==> config.mk <==
export PLATFORM = sky130hd
export DESIGN_NAME = tx_ring_walker
export DESIGN_NICKNAME = d
export VERILOG_FILES = /design/src/rtl/tw_pkg.sv /design/src/rtl/tw_ring_addr.sv /design/src/rtl/tw_frame_track.sv /design/src/rtl/tw_irq_flag.sv /design/src/rtl/tx_ring_walker.sv
export SDC_FILE = /design/constraint.sdc
export NUM_CORES = 1
export LEC_CHECK = 0
export BUFFER_PORTS_ARGS = -buffer_cell sky130_fd_sc_hd__buf_4
export CAP_MARGIN = 10
export CORE_MARGIN = 2
export CORE_UTILIZATION = 46
export DETAILED_ROUTE_END_ITERATION = 16
export GPL_TIMING_DRIVEN = 1
export PLACE_DENSITY = 0.83
export SLEW_MARGIN = 20
export SYNTH_ARGS = -nofsm -noshare
export SYNTH_HDL_FRONTEND = slang
export SYNTH_SLANG_ARGS = --single-unit
==> constraint.sdc <==
create_clock -name clk -period 2.5 [get_ports clk]
set_clock_uncertainty 0.15 [all_clocks]
set_input_delay 0.125 -clock clk [delete_from_list [all_inputs] [get_ports clk]]
set_output_delay 0.125 -clock clk [all_outputs]
set_load 0.1 [all_outputs]
==> src/rtl/tw_pkg.sv <==
// Shared constants and types for the transmit descriptor ring walker.
// Assumes a 32-bit descriptor control word; bit positions below are the
// layout the CPU-side driver decodes, so they are fixed, not parameters.
package tw_pkg;
    localparam int OWN_B    = 31;
    localparam int IRQ_B    = 30;
    localparam int LAST_B   = 29;
    localparam int FIRST_B  = 28;
    localparam int NOCRC_B  = 27;
    localparam int NOPAD_B  = 26;
    localparam int TSTAMP_B = 25;
    localparam int CSUM_HI  = 23;
    localparam int CSUM_LO  = 22;
    localparam int WRAP_B   = 21;
    localparam int ERRS_B   = 15;

    localparam int WORD_BYTES = 4;
    localparam int DESC_BYTES = 16;

    typedef enum logic [2:0] {
        ST_SUSP,
        ST_FETCH,
        ST_CTRL,
        ST_LEN,
        ST_BUF,
        ST_MOVE,
        ST_WBACK
    } walk_st_t;

    typedef struct packed {
        logic       tstamp;
        logic [1:0] csum;
        logic       no_pad;
        logic       no_crc;
    } frame_ctrl_t;
endpackage

==> src/rtl/tw_ring_addr.sv <==
// Current-descriptor address register.
// Loads the ring base in reset, then on each advance either steps one
// descriptor forward or returns to the base when the wrap flag is set.
// Assumes ring_base is stable while the block is out of reset.
module tw_ring_addr #(
    parameter int AW = 16
) (
    input  logic          clk,
    input  logic          rst_n,
    input  logic [AW-1:0] base,
    input  logic          adv,
    input  logic          wrap,
    output logic [AW-1:0] cur
);
    import tw_pkg::*;

    localparam logic [AW-1:0] STEP = AW'(DESC_BYTES);

    // Hold or move the descriptor pointer.
    always_ff @(posedge clk) begin
        if (!rst_n) begin
            cur <= base;
        end else if (adv) begin
            cur <= wrap ? base : cur + STEP;
        end
    end
endmodule

==> src/rtl/tw_frame_track.sv <==
// Frame grouping state.
// Tracks whether a frame is open, flags descriptors that continue or close
// a frame that was never opened, and latches the per-frame controls from
// the opening descriptor only.
// Assumes is_first/is_last/ctrl_in come from the captured control word.
module tw_frame_track (
    input  logic                clk,
    input  logic                rst_n,
    input  logic                is_first,
    input  logic                is_last,
    input  tw_pkg::frame_ctrl_t ctrl_in,
    input  logic                load,
    input  logic                close,
    output logic                orphan,
    output tw_pkg::frame_ctrl_t ctrl_q
);
    logic in_frame;

    assign orphan = !in_frame && !is_first;

    // Open on a first segment, close on a last segment; strays leave it shut.
    always_ff @(posedge clk) begin
        if (!rst_n) begin
            in_frame <= 1'b0;
        end else if (close && !orphan) begin
            in_frame <= !is_last;
        end
    end

    // Capture frame controls only from the opening descriptor.
    always_ff @(posedge clk) begin
        if (!rst_n) begin
            ctrl_q <= '0;
        end else if (load && is_first) begin
            ctrl_q <= ctrl_in;
        end
    end
endmodule

==> src/rtl/tw_irq_flag.sv <==
// Sticky interrupt flag with write-one-to-clear.
// A set request takes priority over a clear in the same cycle so that no
// completion is lost.
module tw_irq_flag (
    input  logic clk,
    input  logic rst_n,
    input  logic set,
    input  logic clr,
    output logic flag
);
    // Set wins over clear.
    always_ff @(posedge clk) begin
        if (!rst_n) begin
            flag <= 1'b0;
        end else if (set) begin
            flag <= 1'b1;
        end else if (clr) begin
            flag <= 1'b0;
        end
    end
endmodule

==> src/rtl/tx_ring_walker.sv <==
// Transmit descriptor ring walker (top).
// Walks four-word descriptors in a synchronous memory (read data returns the
// cycle after mem_rd), requests one segment per owned descriptor, writes the
// control word back with ownership released, and raises a sticky interrupt.
// Assumes the frame mover holds seg_done for one cycle per request.
module tx_ring_walker #(
    parameter int AW = 16,
    parameter int LW = 13
) (
    input  logic          clk,
    input  logic          rst_n,
    input  logic [AW-1:0] ring_base,
    input  logic          poll_demand,
    output logic          mem_rd,
    output logic          mem_we,
    output logic [AW-1:0] mem_addr,
    output logic [31:0]   mem_wdata,
    input  logic [31:0]   mem_rdata,
    output logic          seg_req,
    output logic [31:0]   seg_addr,
    output logic [LW-1:0] seg_len,
    output logic          seg_first,
    output logic          seg_last,
    output logic [4:0]    seg_ctrl,
    input  logic          seg_done,
    input  logic          irq_clr,
    output logic          tx_irq,
    output logic          suspended,
    output logic          err_pulse
);
    import tw_pkg::*;

    localparam logic [AW-1:0] OFS_LEN = AW'(WORD_BYTES);
    localparam logic [AW-1:0] OFS_BUF = AW'(2 * WORD_BYTES);

    walk_st_t    st, st_nx;
    logic [31:0] w0_q;
    logic [31:0] buf_q;
    logic [LW-1:0] len_q;
    logic [AW-1:0] cur;
    logic        orphan;
    logic        owned_now;
    frame_ctrl_t ctrl_in;
    frame_ctrl_t ctrl_q;
    logic        wb_cyc;
    logic [31:0] wb_word;

    assign owned_now = mem_rdata[OWN_B];
    assign wb_cyc    = (st == ST_WBACK);

    // Map the captured control word onto the frame-control fields.
    always_comb begin
        ctrl_in.tstamp = w0_q[TSTAMP_B];
        ctrl_in.csum   = w0_q[CSUM_HI:CSUM_LO];
        ctrl_in.no_pad = w0_q[NOPAD_B];
        ctrl_in.no_crc = w0_q[NOCRC_B];
    end

    tw_ring_addr #(.AW(AW)) u_addr (
        .clk   (clk),
        .rst_n (rst_n),
        .base  (ring_base),
        .adv   (wb_cyc),
        .wrap  (w0_q[WRAP_B]),
        .cur   (cur)
    );

    tw_frame_track u_frame (
        .clk      (clk),
        .rst_n    (rst_n),
        .is_first (w0_q[FIRST_B]),
        .is_last  (w0_q[LAST_B]),
        .ctrl_in  (ctrl_in),
        .load     ((st == ST_LEN) && !orphan),
        .close    (wb_cyc),
        .orphan   (orphan),
        .ctrl_q   (ctrl_q)
    );

    tw_irq_flag u_irq (
        .clk   (clk),
        .rst_n (rst_n),
        .set   (wb_cyc && !orphan && w0_q[LAST_B] && w0_q[IRQ_B]),
        .clr   (irq_clr),
        .flag  (tx_irq)
    );

    // Walk state register.
    always_ff @(posedge clk) begin
        if (!rst_n) begin
            st <= ST_SUSP;
        end else begin
            st <= st_nx;
        end
    end

    // Next-state decision for the descriptor walk.
    always_comb begin
        st_nx = st;
        case (st)
            ST_SUSP:  if (poll_demand) st_nx = ST_FETCH;
            ST_FETCH: st_nx = ST_CTRL;
            ST_CTRL:  st_nx = owned_now ? ST_LEN : ST_SUSP;
            ST_LEN:   st_nx = orphan ? ST_WBACK : ST_BUF;
            ST_BUF:   st_nx = ST_MOVE;
            ST_MOVE:  if (seg_done) st_nx = ST_WBACK;
            ST_WBACK: st_nx = ST_FETCH;
            default:  st_nx = ST_SUSP;
        endcase
    end

    // Capture descriptor words as they return from memory.
    always_ff @(posedge clk) begin
        if (!rst_n) begin
            w0_q  <= '0;
            len_q <= '0;
            buf_q <= '0;
        end else begin
            if (st == ST_CTRL) w0_q  <= mem_rdata;
            if (st == ST_LEN)  len_q <= mem_rdata[LW-1:0];
            if (st == ST_BUF)  buf_q <= mem_rdata;
        end
    end

    // Memory strobes and address for fetch and write-back.
    always_comb begin
        mem_rd   = (st == ST_FETCH) || ((st == ST_CTRL) && owned_now) ||
                   ((st == ST_LEN) && !orphan);
        mem_we   = wb_cyc;
        case (st)
            ST_CTRL: mem_addr = cur + OFS_LEN;
            ST_LEN:  mem_addr = cur + OFS_BUF;
            default: mem_addr = cur;
        endcase
    end

    // Write-back word: ownership released, error summary on strays.
    always_comb begin
        wb_word         = w0_q;
        wb_word[OWN_B]  = 1'b0;
        if (orphan) wb_word[ERRS_B] = 1'b1;
    end
    assign mem_wdata = wb_word;

    // Segment request and status outputs.
    assign seg_req   = (st == ST_MOVE);
    assign seg_addr  = buf_q;
    assign seg_len   = len_q;
    assign seg_first = w0_q[FIRST_B];
    assign seg_last  = w0_q[LAST_B];
    assign seg_ctrl  = ctrl_q;
    assign suspended = (st == ST_SUSP);
    assign err_pulse = wb_cyc && orphan;
endmodule

==> flow_summary.ini <==
[outcome]
outcome = finished, final reports clean

[clock_network]
clk_path_buf_depth = 2
clk_latency_ps = 360
htree_levels = 3
cts_sinks = 102
clk_pin_slew_ps = 100
cts_buffers = 9
cts_root_buf = clkbuf_8
cts_tree = built

[synth]
async_reset_ff_share_pct = 0
syn_area_per_cell_um2 = 8.17
yosysSeqAreaShare_pct = 48.8
synth_area_leaders = dfxtp_1, nand2_1, edfxtp_1
synth.cell_area_um2 = 4510
yosysTopAreaCell = dfxtp_1
ys_types = 44
yosys_warnings = 0
netlist_instances = 552
ys.flop_type = dfxtp_1
post-synth-top-count-cell = nand2_1
synth_edf_count = 16
synth_seq_cells = 102
syn-num-nets = 608
synth_top_area_share_pct = 38.2
yosys-top-cells-count = nand2_1, a21oi_1, dfxtp_1

[die]
rows = 36
die_area_um2 = 10600
dieHeight_um = 103
die_x_um = 103
io_pins = 159
start_util_pct = 46.8
core-area_um2 = 9640

[detailed_routing]
ant_nets = 0
via_per_inst = 5.18
vias = 4408
wl_per_cell_um = 15.6
initialDrtViolationCount = 232
drt-pass1-iter-count = 4
routed_wl_um = 13300
drc = 0

[job]
max-cap-violations = 0

[sta]
max-slew-margin-rel_pct = 55.6
min_period_over_period_pct = 98.5
fin_hold_ws_ps = 34.7
timing_hold_violations_final = 0
maxSlewViolCount = 0
setup_ws_ps = 38.0
fmax_ghz = 0.406
setup_violations = 0
period_minus_slack_ps = 2460
worstMarginPinSlew_ps = 661
rsz0062_at_grt = yes
fin_tns_setup_ps = 0

[grt]
grt_start_max_net_pins = 54
antenna_found_initial = 0
grt.total_usage_pct = 23.8
grt_pass1_vias = 4062
overflow = 0
grt_first_pass_wirelength_um = 19900

[pwr]
p_leak_nw = 2.56
power.density_nw_per_um2 = 616
fin_total_pwr_mw = 3.99
vdd_drop_max_v = 0.000424

[placed_design]
dpl.hpwl_um = 8570
port_buffers = 157
place_area_um2 = 5680
place_ws_ps = 333
routabilityCongestion = 0.914
dp.cells = 783

[critical_path]
crit_required_ps = 2230
cp_num_buf_inv = 2
critical_path.cell_chain = buf_4, ha_1, o21ai_1, nor4_2, xor2_2, buf_4
r2r_setup_slack_ps = 360
reg2reg_depth = 5
cpLargestDelayFamily = flip-flops
crit_slowest_cell = edfxtp_1
crit_arrival_ps = 2190
cpPeakStageDelay_ps = 450
critPathKind = reg2out
path_max_fanout = 6
cp_common_cell = buf_4
cp-start-kind = flop
crit_path_end_kind = output port
worstSetupPathDepth = 6

[layout]
num-nets-final = 769
instances_no_fill = 851
utilization_pct = 67.2
drive_gt1_share_pct = 31.2
fin_area_um2 = 6480
nFillCells = 762
diodes = 0
areaGrowthSynthToFinish_pct = 43.7

[hold_path]
hold_path_class = in2reg
whs_path_depth = 4
[final timing paths]
check / start / end
worst max-delay path: u_addr.cur[4] / mem_addr[15]
worst min-delay path: seg_done / st[0]
worst max register to register: u_addr.cur[5] / u_addr.cur[14]
worst min register to register: w0_q[1] / w0_q[1]
[area by class of cell]
cell class	instances	area (um2)	share of cell area, %
inverters	4	15.0	0.232
well taps	133	166	2.57
repair buffers	221	1800	27.8
multi-input cells	375	2080	32.1
flip-flops and latches	102	2200	34.0
clock buffers	11	163	2.51
clock inverters	5	46.3	0.714
[routing by layer]
layer | track usage [%] | vias up | part of all wire (%)
li1 | - | 2122 | -
met1 | 29.2 | 2083 | 40
met2 | 42.0 | 180 | 52
met3 | 4.54 | 23 | 6.0
met4 | 8.20 | 0 | 2.0
met5 | 0 | - | 0
[cells by family (layout without fill, tap and decap cells)]
| logic type | Yosys count | count (layout) | share of synthesized area [%] |
|---|---|---|---|
| xor+xnor | 15 | 15 | 2.91 |
| other cells | 1 | 1 | 0.0832 |
| compound gates | 119 | 119 | 14.1 |
| buf+inv | 75 | 241 | 9.29 |
| flops | 102 | 102 | 48.8 |
| fa+ha+maj | 3 | 3 | 0.832 |
| simple gates | 235 | 235 | 23.5 |
| mux | 2 | 2 | 0.444 |
[worst reg2reg max path, cell delays in order (launching register included)]
cell	delay (ps)
edfxtp_1	480
ha_1	280
nand3_2	180
buf_4	220
or4_1	500
a31oi_1	180
[where the power goes]
group	switching, mW	internal, mW	leakage, nW	total, mW
clock network	0.601	0.469	0.108	1.07
logic	0.796	0.307	1.61	1.10
registers	0.0814	1.74	0.851	1.82
total	1.48	2.51	2.56	3.99
[layout by cell type (no fill, tap or decap), drive strengths merged, types with 3 or more instances in the layout]
| cell type | synthesis | layout |
|---|---|---|
| and2 | 5 | 5 |
| or4 | 3 | 3 |
| o31ai | 4 | 4 |
| nor3 | 5 | 5 |
| nand3b | 3 | 3 |
| edfxtp | 16 | 16 |
| xor2 | 13 | 13 |
| a21oi | 88 | 88 |
| nand2b | 4 | 4 |
| or3 | 4 | 4 |
| dfxtp | 86 | 86 |
| nor4 | 5 | 5 |
| dlygate4sd3 | 0 | 50 |
| o21ai | 14 | 14 |
| clkbuf | 26 | 11 |
| nand4 | 4 | 4 |
| or3b | 3 | 3 |
| buf | 45 | 171 |
| nand4b | 3 | 3 |
| nor2 | 12 | 12 |
| nor3b | 4 | 4 |
| nand2 | 170 | 170 |
| ha | 3 | 3 |
| inv | 4 | 7 |
| nand3 | 7 | 7 |
| a31oi | 7 | 7 |
[registers in the layout (all words and copies together) (netlist names)]
signal and flops:
seg_addr 32, w0_q 31, u_addr.cur 16, seg_len 13
u_frame.ctrl_q 5, st 3, u_frame.in_frame 1, u_irq.flag 1
[what timing repair did]
action                                 CTS  global route
setup endpoints to repair                4             9
endpoints found under the hold margin   94             0
hold buffers                            50             0
pin swaps                                0             1
cloned                                   0             0
resized for setup                        2            13
buffers inserted                         0             2
(Power assumes the default switching activity.)
